[config.mk]
export PLATFORM = sky130hd
export DESIGN_NAME = pci_cmd_select
export DESIGN_NICKNAME = d
export VERILOG_FILES = /design/src/rtl/pci_cmd_pkg.sv /design/src/rtl/line_geom.sv /design/src/rtl/cmd_decide.sv /design/src/rtl/pci_cmd_select.sv
export SDC_FILE = /design/constraint.sdc
export NUM_CORES = 1
export LEC_CHECK = 0
export BUFFER_PORTS_ARGS = -buffer_cell sky130_fd_sc_hd__buf_2
export CORE_AREA = 8 8 102 104
export DETAILED_ROUTE_END_ITERATION = 7
export DIE_AREA = 0 0 110 112
export SETUP_SLACK_MARGIN = 0.5
export SLEW_MARGIN = 20
export SYNTH_ARGS = -nofsm -noshare
export SYNTH_HDL_FRONTEND = slang
export SYNTH_SLANG_ARGS = --single-unit
export TNS_END_PERCENT = 5
[constraint.sdc]
create_clock -name clk -period 4.55 [get_ports clk]
set_input_delay 0.455 -clock clk [delete_from_list [all_inputs] [get_ports clk]]
set_output_delay 0.455 -clock clk [all_outputs]
set_load 0.01 [all_outputs]
[src/rtl/pci_cmd_pkg.sv]
// Shared command encodings for the PCI command selector.
package pci_cmd_pkg;
    typedef enum logic [3:0] {
        CMD_MEM_RD      = 4'b0110,
        CMD_MEM_WR      = 4'b0111,
        CMD_MEM_RD_MULT = 4'b1100,
        CMD_MEM_RD_LINE = 4'b1110,
        CMD_MEM_WR_INV  = 4'b1111
    } pci_cmd_e;
endpackage

[src/rtl/line_geom.sv]
// Line geometry: decides whether the line size is usable (non-zero and a power
// of two) and finds where the start address falls inside its line.
// Assumes ADDR_W >= CLS_W + 2; the line size is given in DWORDs.
module line_geom #(
    parameter int ADDR_W = 32,
    parameter int CLS_W  = 8
) (
    input  logic [ADDR_W-1:0] addr,
    input  logic [CLS_W-1:0]  cls,
    output logic              line_ok,
    output logic [CLS_W-1:0]  off_dw,
    output logic [CLS_W:0]    room_dw
);
    logic [CLS_W-1:0] line_mask;

    // Purpose: mask of the DWORD index bits that lie within one line.
    assign line_mask = cls - CLS_W'(1);

    // Purpose: the size is usable only if it is non-zero with a single bit set.
    assign line_ok = (cls != '0) && ((cls & line_mask) == '0);

    // Purpose: DWORD offset inside the line (byte address bits 1:0 are dropped).
    assign off_dw = addr[CLS_W+1:2] & line_mask;

    // Purpose: DWORDs left from the start address to the next line boundary.
    assign room_dw = {1'b0, cls} - {1'b0, off_dw};
endmodule

[src/rtl/cmd_decide.sv]
// Command decision: chooses the PCI memory command and the granted length from
// the direction, the length and the line geometry. Purely combinational.
// Assumes LEN_W > CLS_W + 1.
module cmd_decide
    import pci_cmd_pkg::*;
#(
    parameter int LEN_W = 12,
    parameter int CLS_W = 8
) (
    input  logic              is_write,
    input  logic [LEN_W-1:0]  len_dw,
    input  logic [CLS_W-1:0]  cls,
    input  logic              wr_inv_en,
    input  logic              line_ok,
    input  logic [CLS_W-1:0]  off_dw,
    input  logic [CLS_W:0]    room_dw,
    output pci_cmd_e          cmd,
    output logic [LEN_W-1:0]  grant_dw
);
    localparam int PAD_ROOM = LEN_W - CLS_W - 1;
    localparam int PAD_CLS  = LEN_W - CLS_W;

    logic [LEN_W-1:0] room_ext;
    logic [LEN_W-1:0] cls_ext;
    logic [LEN_W-1:0] whole_lines;
    logic             crosses;
    logic             aligned;

    // Purpose: widen the geometry values to the length width.
    assign room_ext = {{PAD_ROOM{1'b0}}, room_dw};
    assign cls_ext  = {{PAD_CLS{1'b0}}, cls};

    // Purpose: the burst runs past the end of its starting line.
    assign crosses = len_dw > room_ext;
    assign aligned = (off_dw == '0);

    // Purpose: the length rounded down to a whole number of lines.
    assign whole_lines = len_dw & ~(cls_ext - LEN_W'(1));

    // Purpose: pick the command and the length it may cover.
    always_comb begin
        cmd      = CMD_MEM_RD;
        grant_dw = len_dw;
        if (!is_write) begin
            if (!line_ok || (len_dw <= LEN_W'(1))) begin
                cmd = CMD_MEM_RD;
            end else if (crosses) begin
                cmd = CMD_MEM_RD_MULT;
            end else begin
                cmd = CMD_MEM_RD_LINE;
            end
        end else begin
            cmd = CMD_MEM_WR;
            if (line_ok && wr_inv_en) begin
                if (aligned && (len_dw >= cls_ext)) begin
                    cmd      = CMD_MEM_WR_INV;
                    grant_dw = whole_lines;
                end else if (crosses) begin
                    grant_dw = room_ext;
                end
            end
        end
    end
endmodule

[src/rtl/pci_cmd_select.sv]
// PCI cache-aware command selector top. It takes one burst descriptor through
// a registered handshake and holds the chosen command and granted length until
// the DMA engine accepts them. The descriptor inputs only need to be valid in
// the cycle where req_valid and req_ready are both high.
module pci_cmd_select
    import pci_cmd_pkg::*;
#(
    parameter int ADDR_W = 32,
    parameter int LEN_W  = 12,
    parameter int CLS_W  = 8
) (
    input  logic              clk,
    input  logic              rst_n,
    input  logic              req_valid,
    output logic              req_ready,
    input  logic              req_is_write,
    input  logic [ADDR_W-1:0] req_addr,
    input  logic [LEN_W-1:0]  req_len_dw,
    input  logic [CLS_W-1:0]  cls_dw,
    input  logic              wr_inv_en,
    output logic              cmd_valid,
    input  logic              cmd_accept,
    output logic [3:0]        cmd_code,
    output logic [LEN_W-1:0]  cmd_len_dw
);
    logic             line_ok;
    logic [CLS_W-1:0] off_dw;
    logic [CLS_W:0]   room_dw;
    pci_cmd_e         next_cmd;
    logic [LEN_W-1:0] next_len;

    logic             valid_q;
    pci_cmd_e         cmd_q;
    logic [LEN_W-1:0] len_q;
    logic             take;

    line_geom #(.ADDR_W(ADDR_W), .CLS_W(CLS_W)) geom_i (
        .addr    (req_addr),
        .cls     (cls_dw),
        .line_ok (line_ok),
        .off_dw  (off_dw),
        .room_dw (room_dw)
    );

    cmd_decide #(.LEN_W(LEN_W), .CLS_W(CLS_W)) decide_i (
        .is_write  (req_is_write),
        .len_dw    (req_len_dw),
        .cls       (cls_dw),
        .wr_inv_en (wr_inv_en),
        .line_ok   (line_ok),
        .off_dw    (off_dw),
        .room_dw   (room_dw),
        .cmd       (next_cmd),
        .grant_dw  (next_len)
    );

    // Purpose: a new descriptor is taken only once no result is pending.
    assign req_ready = !valid_q;
    assign take      = req_valid && req_ready;

    // Purpose: register the result and hold it until the engine accepts it.
    always_ff @(posedge clk) begin
        if (!rst_n) begin
            valid_q <= 1'b0;
            cmd_q   <= CMD_MEM_RD;
            len_q   <= '0;
        end else if (take) begin
            valid_q <= 1'b1;
            cmd_q   <= next_cmd;
            len_q   <= next_len;
        end else if (cmd_accept) begin
            valid_q <= 1'b0;
        end
    end

    assign cmd_valid  = valid_q;
    assign cmd_code   = cmd_q;
    assign cmd_len_dw = len_q;

    // A pending result stays unchanged until it is accepted.
    assert_hold_R2: assert property (@(posedge clk) disable iff (!rst_n)
        valid_q && !cmd_accept |=> valid_q && $stable(cmd_q) && $stable(len_q));

    // A captured descriptor produces a result in the next cycle.
    assert_launch_R2: assert property (@(posedge clk) disable iff (!rst_n)
        take |=> valid_q);

    // Bit 0 of the command matches the captured direction.
    assert_dir_R4: assert property (@(posedge clk) disable iff (!rst_n)
        take |=> cmd_q[0] == $past(req_is_write));

    // The grant never exceeds the request.
    assert_grant_le_R9: assert property (@(posedge clk) disable iff (!rst_n)
        take |=> len_q <= $past(req_len_dw));

    // Write-and-invalidate requires the enable bit.
    assert_mwi_gate_R8: assert property (@(posedge clk) disable iff (!rst_n)
        take && !wr_inv_en |=> cmd_q != CMD_MEM_WR_INV);

    // An unusable line size yields plain commands only.
    assert_plain_R3: assert property (@(posedge clk) disable iff (!rst_n)
        take && !line_ok |=> (cmd_q == CMD_MEM_RD) || (cmd_q == CMD_MEM_WR));
endmodule

---- Yosys cells after proc, flatten, opt, wreduce, memory -nomap -nowiden ----
Cells that the tools add are included.
Widths: inputs -> output; s select.
storage, ports and cells
  bits in registers ....................... 17
  word-level logic and storage cells ...... 35
  latch bits .............................. 0
  bits of input ports ..................... 58
  memories kept ........................... 0
  ROM bits ................................ 0
  output and inout bits ................... 18
  memory bits (writable) .................. 0
operators by class
  equality and inequality tests ........... 0
  bitwise operators ....................... 4
  reductions and logical operators ........ 11
  magnitude comparators ................... 3
  multipliers ............................. 0
  multiplexer cells ....................... 11
  div/mod/pow operators ................... 0
  add/sub/neg operators ................... 3
  shift operators ......................... 0
operators by type and width
  cell                 number
  $mux 12              4
  $and 8x8->8          2
  $logic_not 8->1      2
  $mux 4               4
  $and 12x12->12       1
  $ge 12x8->1          1
  $gt 12x9->1          1
  $le 12x1->1 const B  1
  $not 12->12          1
  $sub 8x1->9 const B  1
  $sub 8x8->9          1
  $reduce_bool 8->1    1
  $sub 8x1->8 const B  1
  $logic_and 1x1->1    4
  $logic_not 1->1      2
  $mux 1               2
  $mux 2               1
  $reduce_bool 2->1    1
  $logic_or 1x1->1     1

---- Depth between registers and ports, before layout ----
  word-level depth ........................ 8
  mapped depth ............................ 19

---- Hierarchy ----
Synthesis repeated with hierarchy kept, for this count alone.
unflattened totals
  cells, all modules ...................... 287
  area total of the unflattened synthesis .. 2,205.9 um^2
modules (own cells, without submodules)
  module          area each (um^2)  instances  cells an instance
  cmd_decide      943.4             1          132
  pci_cmd_select  693.2             1          74
  line_geom       569.3             1          81

---- Least setup slack after synthesis ----
No wires, ideal clock.
  path type ............................... input-to-reg
  start ................................... input port cls_dw[2]
  end ..................................... register len_q[2], in the netlist cmd_len_dw[2]
  arrival ................................. 4.134 ns
  data required time ...................... 4.427 ns
  setup slack ............................. 0.293 ns
  stages .................................. 19
  setup time .............................. 0.123 ns
  path through ............................ buf_6 > nor4_1 > nand3_1 > ha_1 > nand2b_1 > ha_1 > nand2b_1 > a21oi_1 > mux2_4 > a211oi_4 > ha_1 > and3_1 > nand3_1 > a21oi_1 > o41ai_2 > buf_2 > mux2_2 > nand2_1 > a31oi_1
on the way
  word-level cells in the longest chain between the ends .. 8
ends and longest elaborated chain
  what                    RTL line              RTL
  start: declaration      pci_cmd_select.sv:19  input logic [CLS_W-1:0] cls_dw,
  $sub 8x1->8             line_geom.sv:17       assign line_mask = cls - CLS_W'(1);
  $and 8x8->8             line_geom.sv:23       assign off_dw = addr[CLS_W+1:2] & line_mask;
  $sub 8x8->9             line_geom.sv:26       assign room_dw = {1'b0, cls} - {1'b0, off_dw};
  $gt 12x9->1             cmd_decide.sv:34      assign crosses = len_dw > room_ext;
  $mux 12                 cmd_decide.sv:58      end else if (crosses) begin
  $mux 12                 cmd_decide.sv:55      if (aligned && (len_dw >= cls_ext)) begin
  $mux 12 *               cmd_decide.sv:54      if (line_ok && wr_inv_en) begin
  $mux 12 *               cmd_decide.sv:44      if (!is_write) begin
  end signal: assignment  pci_cmd_select.sv:70  len_q <= next_len;
  end: declaration        pci_cmd_select.sv:34  logic [LEN_W-1:0] len_q;
Every way passes the cells marked *; elsewhere a longest branch is shown, timed or not.
A chain may end at the register's enable or synchronous reset.

---- Worst setup path after layout ----
  start ................................... input port cls_dw[2]
  end ..................................... register len_q[0], in the netlist cmd_len_dw[0]
The elaborated chain is that of the path after synthesis.

==> impl_metrics.yaml <==
synthesis:
  syn-num-nets: 327
  avgSynthCellArea_um2: 8.18
  synth-edff-count: 0
  async_flop_share_pct: 0
  ys_ff_latch: 16
  synth-seq-area-share_pct: 16.4
  yosysWarnings: 0
  yosysTopAreaCell: "ha_1"
  synth-main-ff-cell: "dfxtp_1"
  syn-cell-area_um2: 1960
  ys_types: 60
  yosys.area.top_type_share_pct: 19.2
  ys_top_cells_by_area: "ha_1, dfxtp_1, nand2b_1"
  netlist_instances: 239
sta:
  hold_viol: 0
  fin_skew_ps: 2.32
  max_freq_ghz: 0.250
  holdWs_ps: 462
  finalCritPeriodShare_pct: 88.1
  tightest_slew_ps: 766
  setup_tns_ps: 0
  maxSlewViolCount: 0
  slew_headroom_pct: 48.6
  setup_viol: 0
  fin_crit_ps: 4010
  rsz0062_at_grt: "yes"
detailed_routing:
  wirelength_mm: 6.56
  first_iter_violations: 113
  vias: 2125
  drc_errors: 0
  wl_per_cell_um: 15.3
  drtPass1Iterations: 4
  antenna_left: 0
  vias_per_cell: 4.95
setup_path:
  slowest_stage: "or4_4"
  startpoint_type: "input port"
  arrival_ps: 4130
  max_stage_delay_ps: 540
  end_kind: "flop"
  worstPathMaxFanout: 4
  path_cells: "buf_8 -> or3_4 -> ha_4 -> nand2b_4 -> a222oi_1 -> buf_4 -> o311ai_4 -> a21o_1 -> a21o_1 -> ha_4 -> and3_4 -> nand3_4 -> a21oi_4 -> o41ai_4 -> buf_4 -> buf_6 -> or4_4 -> o311ai_4 -> o21ai_1"
  path_class: "input port to flop"
  critPathTopFamily: "simple AND/OR/NAND/NOR gates"
  cp.required_ps: 4680
  critPathBufInv: 4
global_routing:
  grt_overflow: 0
  grt_max_degree: 18
  grt_pass1_wl_mm: 10.6
  grt_usage_pct: 10.6
  antenna_found_initial: 0
  grt_pass1_vias: 2182
placement:
  place_area_um2: 2480
  io_buffers: 50
  place.gp.congestion: 0.824
  dpl.hpwl_mm: 5.21
final_layout:
  design_area_um2: 2890
  syn_to_final_growth_pct: 48.0
  final_common_cell: "buf_2"
  n_antenna_cell: 0
  final_cell_mix: "buf_2, buf_4, ha_1"
  drive_gt1_share_pct: 43.1
  nNetsFinal: 408
  final_util_pct: 32.6
job:
  drv_cap: 0
clock_network:
  clock-sinks: 16
  ctsHtreeMaxLevel: 1
  cts-root-buf: "clkbuf_8"
  clkLatencyLatePin_ps: 240
  cts_tree: "built"
  cts_buffers: 3
  cts_buffer_depth: 2
  ctsHoldBuffers: 0
  clk_pin_slew_worst_paths_ps: 60
status:
  outcome: "complete, no violations"
power_and_ir_drop:
  power_uw: 544
  ir_drop_v: 0.000140
  cellPowerDensity_nw_per_um2: 188
  leakagePower_uw: 0.00127
floorplan:
  die_area_um2: 12300
  ioPinCount: 76
  core_um2: 8890
  die_w_um: 110
  rows: 35
  start_util_pct: 22.0
  die_h_um: 112
worst_hold_path:
  hold_path_class: "input port to flop"
power breakdown:
part | total [µW] | switching, µW | internal [µW]
Sequential | 156 | 5.33 | 151
Combinational | 287 | 146 | 141
Clock | 101 | 42.7 | 58.5
Total | 544 | 194 | 350
through the flow:
| stage | worst slack, ps | cells |
|---|---|---|
| global route | 442 | 429 |
| global placement | 39.3 | 411 |
| finish | 543 | 429 |
| CTS | 504 | 425 |
| floorplan | 501 | 239 |
| detailed placement | 13.2 | 411 |
timing repair:
item,4_1_cts,5_1_grt
pin swaps,16,14
resized for setup,33,15
setup buffers,11,4
setup endpoints to repair,12,11
worst paths after layout:
check / cells after the start / endpoint / from / slack [ps]
worst max-delay path: 19 / cmd_len_dw[0] / cls_dw[2] / 540
worst min-delay path: 2 / cmd_valid / req_valid / 460
worst max register to register: 6 / cmd_len_dw[7] / cmd_valid / 2790
worst min register to register: 2 / cmd_code[0] / cmd_code[0] / 470
cell families (layout without fill, tap and decap cells):
kind of cell	after synthesis	in the layout	synth area share (%)
AO/OA/AOI/OAI	71	71	27.7
other	1	1	0.192
XOR/XNOR	5	5	2.24
AND/OR/NAND/NOR	89	89	25.0
multiplexers	7	7	4.09
flip-flops	16	16	16.4
buffers and inverters	20	99	5.25
adder cells (fa/ha/maj)	30	30	19.2
flip-flops by register name, indices dropped and copies added, names as in the netlist:
| register | count |
|---|---|
| cmd_code | 3 |
| cmd_valid | 1 |
| cmd_len_dw | 12 |
cell type report:
cell class	instances	area, µm²
repair buffers	84	543
multi-input cells	203	1800
fillers	951	6000
clock buffers	3	41.3
well taps	111	139
flip-flops and latches	16	320
inverters	12	50.0
synthesized netlist by cell type (4+ instances only):
| master | instances |
|---|---|
| a21o_1 | 10 |
| a21oi_1 | 15 |
| and3_1 | 4 |
| dfxtp_1 | 16 |
| ha_1 | 30 |
| inv_1 | 12 |
| mux2_2 | 4 |
| nand2_1 | 21 |
| nand2b_1 | 14 |
| nand3_1 | 10 |
| nor2_1 | 10 |
| nor2b_1 | 4 |
| nor3_1 | 4 |
| o21ai_0 | 10 |
| xnor2_1 | 4 |
routing by layer:
| layer | share of wire (%) | GRT usage, % |
|---|---|---|
| met3 | 4.3 | 2.20 |
| met2 | 51 | 18.9 |
| met4 | 0.90 | 1.62 |
| met1 | 44 | 12.7 |
| met5 | 0 | 0 |
(Power assumes the default switching activity.)
